### src/rtl/fpm_pkg.sv
// Package: shared operand classification for the floating-point multiplier.
// Assumes: denormal encodings are folded into the zero class by the decoder.
package fpm_pkg;
    typedef enum logic [1:0] {
        CLS_ZERO = 2'd0,
        CLS_NORM = 2'd1,
        CLS_INF  = 2'd2,
        CLS_NAN  = 2'd3
    } fpm_class_e;
endpackage

### src/rtl/fpm_decode.sv
// Operand decoder: splits a floating-point word into sign, class, biased
// exponent and significand with the hidden one restored.
// Assumes: an exponent field of zero means zero (denormals are flushed).
module fpm_decode
    import fpm_pkg::*;
#(
    parameter int EXP_W  = 8,
    parameter int FRAC_W = 23,
    localparam int W  = 1 + EXP_W + FRAC_W,
    localparam int MW = FRAC_W + 1
) (
    input  logic [W-1:0]     op,
    output logic             sign,
    output fpm_class_e       cls,
    output logic [EXP_W-1:0] exp,
    output logic [MW-1:0]    mant
);
    logic [FRAC_W-1:0] frac;

    // Field split and hidden-bit restoration.
    always_comb begin
        sign = op[W-1];
        exp  = op[W-2 -: EXP_W];
        frac = op[FRAC_W-1:0];
        mant = {1'b1, frac};
    end

    // Classification of the special encodings.
    always_comb begin
        if (&exp)
            cls = (|frac) ? CLS_NAN : CLS_INF;
        else if (exp == '0)
            cls = CLS_ZERO;
        else
            cls = CLS_NORM;
    end
endmodule

### src/rtl/fpm_round.sv
// Normalize-and-round unit: takes the raw significand product and the
// re-biased exponent, and returns the packed magnitude with range flags.
// Assumes: both significands had their hidden one set, so the product lies in [1,4).
module fpm_round #(
    parameter int EXP_W  = 8,
    parameter int FRAC_W = 23,
    localparam int MW = FRAC_W + 1,
    localparam int PW = 2 * MW,
    localparam int XW = EXP_W + 2
) (
    input  logic [PW-1:0]          prod,
    input  logic signed [XW-1:0]   exp_in,
    output logic [EXP_W+FRAC_W-1:0] mag,
    output logic                   ovf,
    output logic                   unf
);
    localparam logic signed [XW-1:0] EXP_TOP = XW'((1 << EXP_W) - 1);

    logic                  top;
    logic [PW-2:0]         norm;
    logic [FRAC_W-1:0]     frac_n;
    logic                  g_bit, r_bit, s_bit, inc;
    logic [FRAC_W:0]       sum;
    logic signed [XW-1:0]  exp_n, exp_r;

    // One-place normalization and extraction of guard, round and sticky.
    always_comb begin
        top    = prod[PW-1];
        norm   = top ? prod[PW-2:0] : {prod[PW-3:0], 1'b0};
        frac_n = norm[PW-2 -: FRAC_W];
        g_bit  = norm[PW-2-FRAC_W];
        r_bit  = norm[PW-3-FRAC_W];
        s_bit  = |norm[PW-4-FRAC_W:0];
        exp_n  = exp_in + $signed({{(XW-1){1'b0}}, top});
    end

    // Round to nearest even, renormalize on carry, then range check.
    always_comb begin
        inc   = g_bit & (r_bit | s_bit | frac_n[0]);
        sum   = {1'b0, frac_n} + {{FRAC_W{1'b0}}, inc};
        exp_r = exp_n + $signed({{(XW-1){1'b0}}, sum[FRAC_W]});
        ovf   = (exp_r >= EXP_TOP);
        unf   = (exp_r <= $signed(XW'(0)));
        if (ovf)
            mag = {{EXP_W{1'b1}}, {FRAC_W{1'b0}}};
        else if (unf)
            mag = '0;
        else
            mag = {exp_r[EXP_W-1:0], sum[FRAC_W-1:0]};
    end
endmodule

### src/rtl/fpm_mul_top.sv
// Two-stage floating-point multiplier. Stage one decodes both operands,
// resolves the special cases, multiplies the significands and re-biases the
// exponent. Stage two normalizes, rounds and registers the result and flags.
// Assumes: round to nearest even only; denormals read as zero.
module fpm_mul_top
    import fpm_pkg::*;
#(
    parameter int EXP_W  = 8,
    parameter int FRAC_W = 23,
    localparam int W    = 1 + EXP_W + FRAC_W,
    localparam int MW   = FRAC_W + 1,
    localparam int PW   = 2 * MW,
    localparam int XW   = EXP_W + 2,
    localparam int BIAS = (1 << (EXP_W - 1)) - 1
) (
    input  logic         clk,
    input  logic         rst_n,
    input  logic         in_valid,
    input  logic [W-1:0] op_a,
    input  logic [W-1:0] op_b,
    output logic         out_valid,
    output logic [W-1:0] result,
    output logic         overflow,
    output logic         underflow
);
    localparam logic [W-1:0] QNAN = {1'b0, {EXP_W{1'b1}}, 1'b1, {(FRAC_W-1){1'b0}}};
    localparam logic signed [XW-1:0] BIAS_S = XW'(BIAS);

    logic [W-1:0]     ops    [2];
    logic             sgn_v  [2];
    fpm_class_e       cls_v  [2];
    logic [EXP_W-1:0] exp_v  [2];
    logic [MW-1:0]    mant_v [2];

    assign ops[0] = op_a;
    assign ops[1] = op_b;

    for (genvar gi = 0; gi < 2; gi++) begin : g_dec
        fpm_decode #(.EXP_W(EXP_W), .FRAC_W(FRAC_W)) u_dec (
            .op   (ops[gi]),
            .sign (sgn_v[gi]),
            .cls  (cls_v[gi]),
            .exp  (exp_v[gi]),
            .mant (mant_v[gi])
        );
    end

    logic                 c_sign, any_nan, any_inf, any_zero, c_special;
    logic [W-1:0]         c_word;
    logic signed [XW-1:0] c_exp;
    logic [PW-1:0]        c_prod;

    // Special-case resolution, exponent re-bias and significand product.
    always_comb begin
        c_sign    = sgn_v[0] ^ sgn_v[1];
        any_nan   = (cls_v[0] == CLS_NAN)  || (cls_v[1] == CLS_NAN);
        any_inf   = (cls_v[0] == CLS_INF)  || (cls_v[1] == CLS_INF);
        any_zero  = (cls_v[0] == CLS_ZERO) || (cls_v[1] == CLS_ZERO);
        c_special = any_nan || any_inf || any_zero;
        if (any_nan || (any_inf && any_zero))
            c_word = QNAN;
        else if (any_inf)
            c_word = {c_sign, {EXP_W{1'b1}}, {FRAC_W{1'b0}}};
        else
            c_word = {c_sign, {(W-1){1'b0}}};
        c_exp  = $signed({2'b00, exp_v[0]}) + $signed({2'b00, exp_v[1]}) - BIAS_S;
        c_prod = {{MW{1'b0}}, mant_v[0]} * {{MW{1'b0}}, mant_v[1]};
    end

    logic                 s1_valid, s1_special, s1_sign;
    logic [W-1:0]         s1_word;
    logic signed [XW-1:0] s1_exp;
    logic [PW-1:0]        s1_prod;

    // Stage-one pipeline register.
    always_ff @(posedge clk) begin
        if (!rst_n) begin
            s1_valid   <= 1'b0;
            s1_special <= 1'b0;
            s1_sign    <= 1'b0;
            s1_word    <= '0;
            s1_exp     <= '0;
            s1_prod    <= '0;
        end else begin
            s1_valid   <= in_valid;
            s1_special <= c_special;
            s1_sign    <= c_sign;
            s1_word    <= c_word;
            s1_exp     <= c_exp;
            s1_prod    <= c_prod;
        end
    end

    logic [W-2:0] r_mag;
    logic         r_ovf, r_unf;

    fpm_round #(.EXP_W(EXP_W), .FRAC_W(FRAC_W)) u_round (
        .prod   (s1_prod),
        .exp_in (s1_exp),
        .mag    (r_mag),
        .ovf    (r_ovf),
        .unf    (r_unf)
    );

    // Output register: selects the special word or the rounded product.
    always_ff @(posedge clk) begin
        if (!rst_n) begin
            out_valid <= 1'b0;
            result    <= '0;
            overflow  <= 1'b0;
            underflow <= 1'b0;
        end else begin
            out_valid <= s1_valid;
            result    <= s1_special ? s1_word : {s1_sign, r_mag};
            overflow  <= s1_valid && !s1_special && r_ovf;
            underflow <= s1_valid && !s1_special && r_unf;
        end
    end
endmodule

### config.mk
export PLATFORM = sky130hd
export DESIGN_NAME = fpm_mul_top
export DESIGN_NICKNAME = d
export VERILOG_FILES = /design/src/rtl/fpm_pkg.sv /design/src/rtl/fpm_decode.sv /design/src/rtl/fpm_round.sv /design/src/rtl/fpm_mul_top.sv
export SDC_FILE = /design/constraint.sdc
export NUM_CORES = 2
export LEC_CHECK = 0
export ABC_AREA = 0
export BUFFER_PORTS_ARGS = -buffer_cell sky130_fd_sc_hd__buf_2
export CAP_MARGIN = 40
export CORE_UTILIZATION = 65
export DETAILED_ROUTE_END_ITERATION = 16
export PLACE_DENSITY = 0.89
export SYNTH_ARGS = -nofsm -noshare
export SYNTH_HDL_FRONTEND = slang
export SYNTH_SLANG_ARGS = --single-unit
### constraint.sdc
create_clock -name clk -period 9.28 [get_ports clk]
set_input_delay 2.32 -clock clk [delete_from_list [all_inputs] [get_ports clk]]
set_output_delay 2.32 -clock clk [all_outputs]
set_load 0.02 [all_outputs]
Yosys cells after proc, flatten, opt, wreduce, memory -nomap -nowiden --
Cells that the tools add are included.
Storage, ports and cells: register bits after elaboration 128, input port bits 67, logic and storage cells 61
Operators by class: add/sub/neg operators 5, multiply operators 1, magnitude comparators 2, equal/unequal tests 4, muxes and demuxes 12, bitwise gates (word level) 5, reductions and logical operators 21
Operator list (number):
- 31-bit 2-to-1 mux | 4
- 24-bit by 24-bit multiplier with 48-bit output | 1
- 47-bit 2-to-1 mux | 1
- 23-bit OR reduction | 2
- 32-bit 2-to-1 mux | 1
- 23-bit by 1-bit adder with 24-bit output | 1
- 22-bit OR reduction | 1
- 10-bit by 2-bit adder with 10-bit output | 2
- 8-bit logical NOT | 2
- 8-bit AND reduction | 2
- 10-bit by 9-bit >= comparator with 1-bit output (second input constant) | 1
- 10-bit by 1-bit <= comparator with 1-bit output (second input constant) | 1
- 9-bit by 7-bit subtractor with 10-bit output (second input constant) | 1
- 8-bit by 8-bit adder with 9-bit output | 1
- 2-bit == test (second input constant) | 4
- 1-bit logical OR | 6
- 1-bit logical AND | 4
- 2-bit logical NOT | 2
- 1-bit 2-to-1 mux | 4
- 2-bit 2-to-1 mux | 2
- 1-bit OR | 2
- 2-bit OR reduction | 1
- 1-bit bitwise AND | 1
- 1-bit logical NOT | 1
- other kinds (2) | 2

Longest topological paths before layout --
depth in word-level cells 11, gate-level depth with buffers 29

By module --
From an unflattened synthesis, not the netlist that was laid out.
Unflattened totals: cells, all modules 2801, area total of the unflattened synthesis 24592.3 um2
Modules (own cells, without submodules):
- fpm_mul_top | instances 1, cells an instance 2481, area an instance 22286.4 um2, sequential area each 1981.9 um2
- fpm_round | instances 1, cells an instance 224, area an instance 1610.3 um2, sequential area each 0.0 um2
- fpm_decode | instances 2, cells an instance 48, area an instance 347.8 um2, sequential area each 0.0 um2

Worst setup path after synthesis --
Ideal clock, no wire load.
path type in2reg, from input port op_a[8], to register s1_prod[46], library setup time 0.115 ns, data arrival time 8.629 ns, required time 9.165 ns, path slack 0.536 ns, stages 26, cell sequence clkbuf_1 > clkbuf_1 > nand2_1 > fa_1 > fa_1 > inv_1 > fa_1 > inv_1 > fa_1 > inv_1 > fa_1 > fa_1 > inv_1 > fa_1 > inv_1 > ha_1 > clkbuf_1 > nand4_1 > or3_1 > or2_2 > o311a_1 > a21oi_1 > a21o_1 > a31oi_1 > xnor2_1 > and2_1
Between the ends: word-level cells in the longest chain between the ends 1
RTL lines:
- from (decl) | line fpm_mul_top.sv:19 | input logic [W-1:0] op_a,
- 24-bit by 24-bit multiplier with 48-bit output | line fpm_mul_top.sv:67 | c_prod = {{MW{1'b0}}, mant_v[0]} * {{MW{1'b0}}, mant_v[1]};
- to (signal assigned) | line fpm_mul_top.sv:90 | s1_prod <= c_prod;
- to (decl) | line fpm_mul_top.sv:73 | logic [PW-1:0] s1_prod;
No other way between the ends. A chain may end at the register's enable or synchronous reset.

Worst setup path in the final report --
Ends and elaborated chain as after synthesis.

==> qor.csv <==
metric,value,unit
drt_wl_total,65.5,mm
routed_via_density,5.90,
critPathMostFrequentCell,fa_1,
cts_repair_resize_count,0,
diodes,0,
synth_area_leaders,"fa_1 41%, ha_1 10%, inv_1 9.5%, dfxtp_1 8.5%, and2_1 7.7%",
synth_commonest_cells,"589 x inv_1, 484 x fa_1, 332 x nand2_1",
syn-num-nets,3396,
outcome,"complete, no violations",
worstSetupStartpointType,primary input,
setup_violations,0,
clk_pin_slew,0.07,ns
synth_ff_type,dfxtp_1,
rows,69,
path_cells,buf_2 -> inv_1 -> nor2_1 -> fa_1 -> inv_1 -> fa_1 -> inv_1 -> fa_1 -> fa_1 -> fa_1 -> fa_1 -> inv_1 -> fa_1 -> inv_1 -> ha_1 -> nand4_1 -> or3_1 -> or2_2 -> o311a_1 -> a21oi_1 -> a21o_1 -> a31oi_1 -> xnor2_1 -> and2_1,
die_h,192,µm
seq_area_frac_synth,8.48,%
fin_crit,8.90,ns
top_level_ports,102,
arrival,9.16,ns
synth-async-reset-ratio,0,%
die-width,192,µm
ys_ff_latch,99,
nNetsFinal,3449,
clock.fmax,112,MHz
hpwl,53.3,mm
worst_path_largest_cell_delay,0.55,ns
ys_types,67,
die_area,36700,µm²
mappedNetlistArea,23400,µm²
rsz0062_at_grt,false,
gr-total-overflow,0,
synth_top_area_share,41.5,%
end_kind,register,
worst_ep_required_time,9.54,ns
critPathMaxFanout,13,
grt_pass1_vias,20097,
synth_most_common_cell,inv_1,
ys_warn_count,0,
postRouteAntennaNets,0,
clockRootBuffer,clkbuf_16,
drv_cap,0,
synth_edf_count,0,
final_max_slew_viol_count,0,
cts_inserted_buffers,9,
fin_skew,0.0144,ns
cts_tree,done,
worstMarginPinSlew,0.740,ns
hp-class,register to register,
hold_buffers,0,
core,35500,µm²
hold_viol,0,
postSynthCellCount,2654,
clock-sinks,99,
drive_above_1_share,7.30,%
routabilityCongestion,1.04,
first_iter_violations,1920,
timing.final.crit_share,95.9,%
start_util,65.8,%
cts_setup_buffers,0,
tns,0,ns
htree_levels,3,
via_count,18736,
first_pass_iters,7,
clockBufferDepth,2,
syn_area_per_cell,8.80,µm²
utilization,69.8,%
drc_errors,0,
wl_per_cell,20.6,µm
crit_slowest_cell,fa_1,
antenna_found_initial,0,
slew_headroom,50.6,%
grt_pass1_wl,104,mm
grt_start_max_net_pins,87,
grt_usage,37.6,%
clock_latency,0.36,ns
crit_type,primary input to register,
area_delta_synth_final,6.04,%
io_buffer_count,101,
yosysTopAreaCell,fa_1,
worst max-delay path, delay by kind of cell:
family | cells | cell delay, ns
fa+ha+maj | 8 | 3.85
simple gates | 5 | 1.14
buf+inv | 6 | 0.85
compound gates | 4 | 0.82
xor+xnor | 1 | 0.13
state kept, by name, summed over array words and instances, names as in the netlist:
name	cells
out_valid	1
s1_exp	10
s1_word	3
s1_special	1
s1_prod	48
underflow	1
overflow	1
s1_sign	1
result	32
s1_valid	1
cell families (layout without fill, tap and decap cells):
kind of cell,after synthesis,after routing,synth area share [%]
AND/OR/NAND/NOR,852,852,18.6
buffers and inverters,720,778,11.6
adder cells (fa/ha/maj),675,675,51.7
AO/OA/AOI/OAI,211,211,5.90
flip-flops,99,99,8.48
XOR/XNOR,84,84,3.15
multiplexers,13,13,0.578
area by class of cell:
class                           instances  area, µm²
Clock inverter                          6       60.1
Inverter                              593       2230
Multi-Input combinational cell       1835      18700
Timing Repair Buffer                  169       1030
Clock buffer                           10        229
Fill cell                            2594      10700
Tap cell                              461        577
Sequential cell                        99       1980
layout by cell type, fill, tap and decap left out, types with 8 or more instances in the layout:
master	instances
xnor2_1	53
xor2_1	31
ha_1	191
mux2i_1	9
a211oi_1	15
inv_1	589
nand4_1	12
o21ai_0	34
clkbuf_16	9
and3_1	11
buf_2	101
nor3_1	14
nand2b_1	10
fa_1	484
and2_1	288
a21oi_1	66
nor2b_1	16
nor2_1	89
a41oi_1	8
nand3_1	25
nor4_1	20
dfxtp_1	98
nand2_1	332
buf_4	67
a21o_1	26
stage by stage:
stage / instance area, µm² / cells / worst slack [ns] / hold slack (ns)
final: 24800 / 3173 / 0.380 / 0.471
after global routing: 24800 / 3173 / 0.185 / 0.532
after CTS: 24800 / 3173 / 0.517 / 0.477
after detailed placement: 24500 / 3157 / 0.109 / 0.460
after global placement: 24500 / 3156 / 0.214 / 0.444
after floorplan: 23400 / 2654 / 0.536 / 0.427
per-layer routing:
metal  vias to the layer above  track usage (%)  wire [µm]
li1                       8051                -          -
met1                      9084             48.6      24100
met2                      1303             57.3      28600
met3                       296             11.1       8950
met4                         2             19.5       3710
met5                         -             1.24         55
final timing paths:
check	to	start	cells after the start	slack, ns
worst max register to register	result[12]	s1_prod[47]	23	3.25
worst min-delay path	out_valid	s1_valid	2	0.47
worst min register to register	out_valid	s1_valid	2	0.47
worst max-delay path	s1_prod[46]	op_a[8]	24	0.38
Power is left out: the tool's default activity adds up to more than one toggle a clock period on the data nets, which glitch-free logic cannot reach.
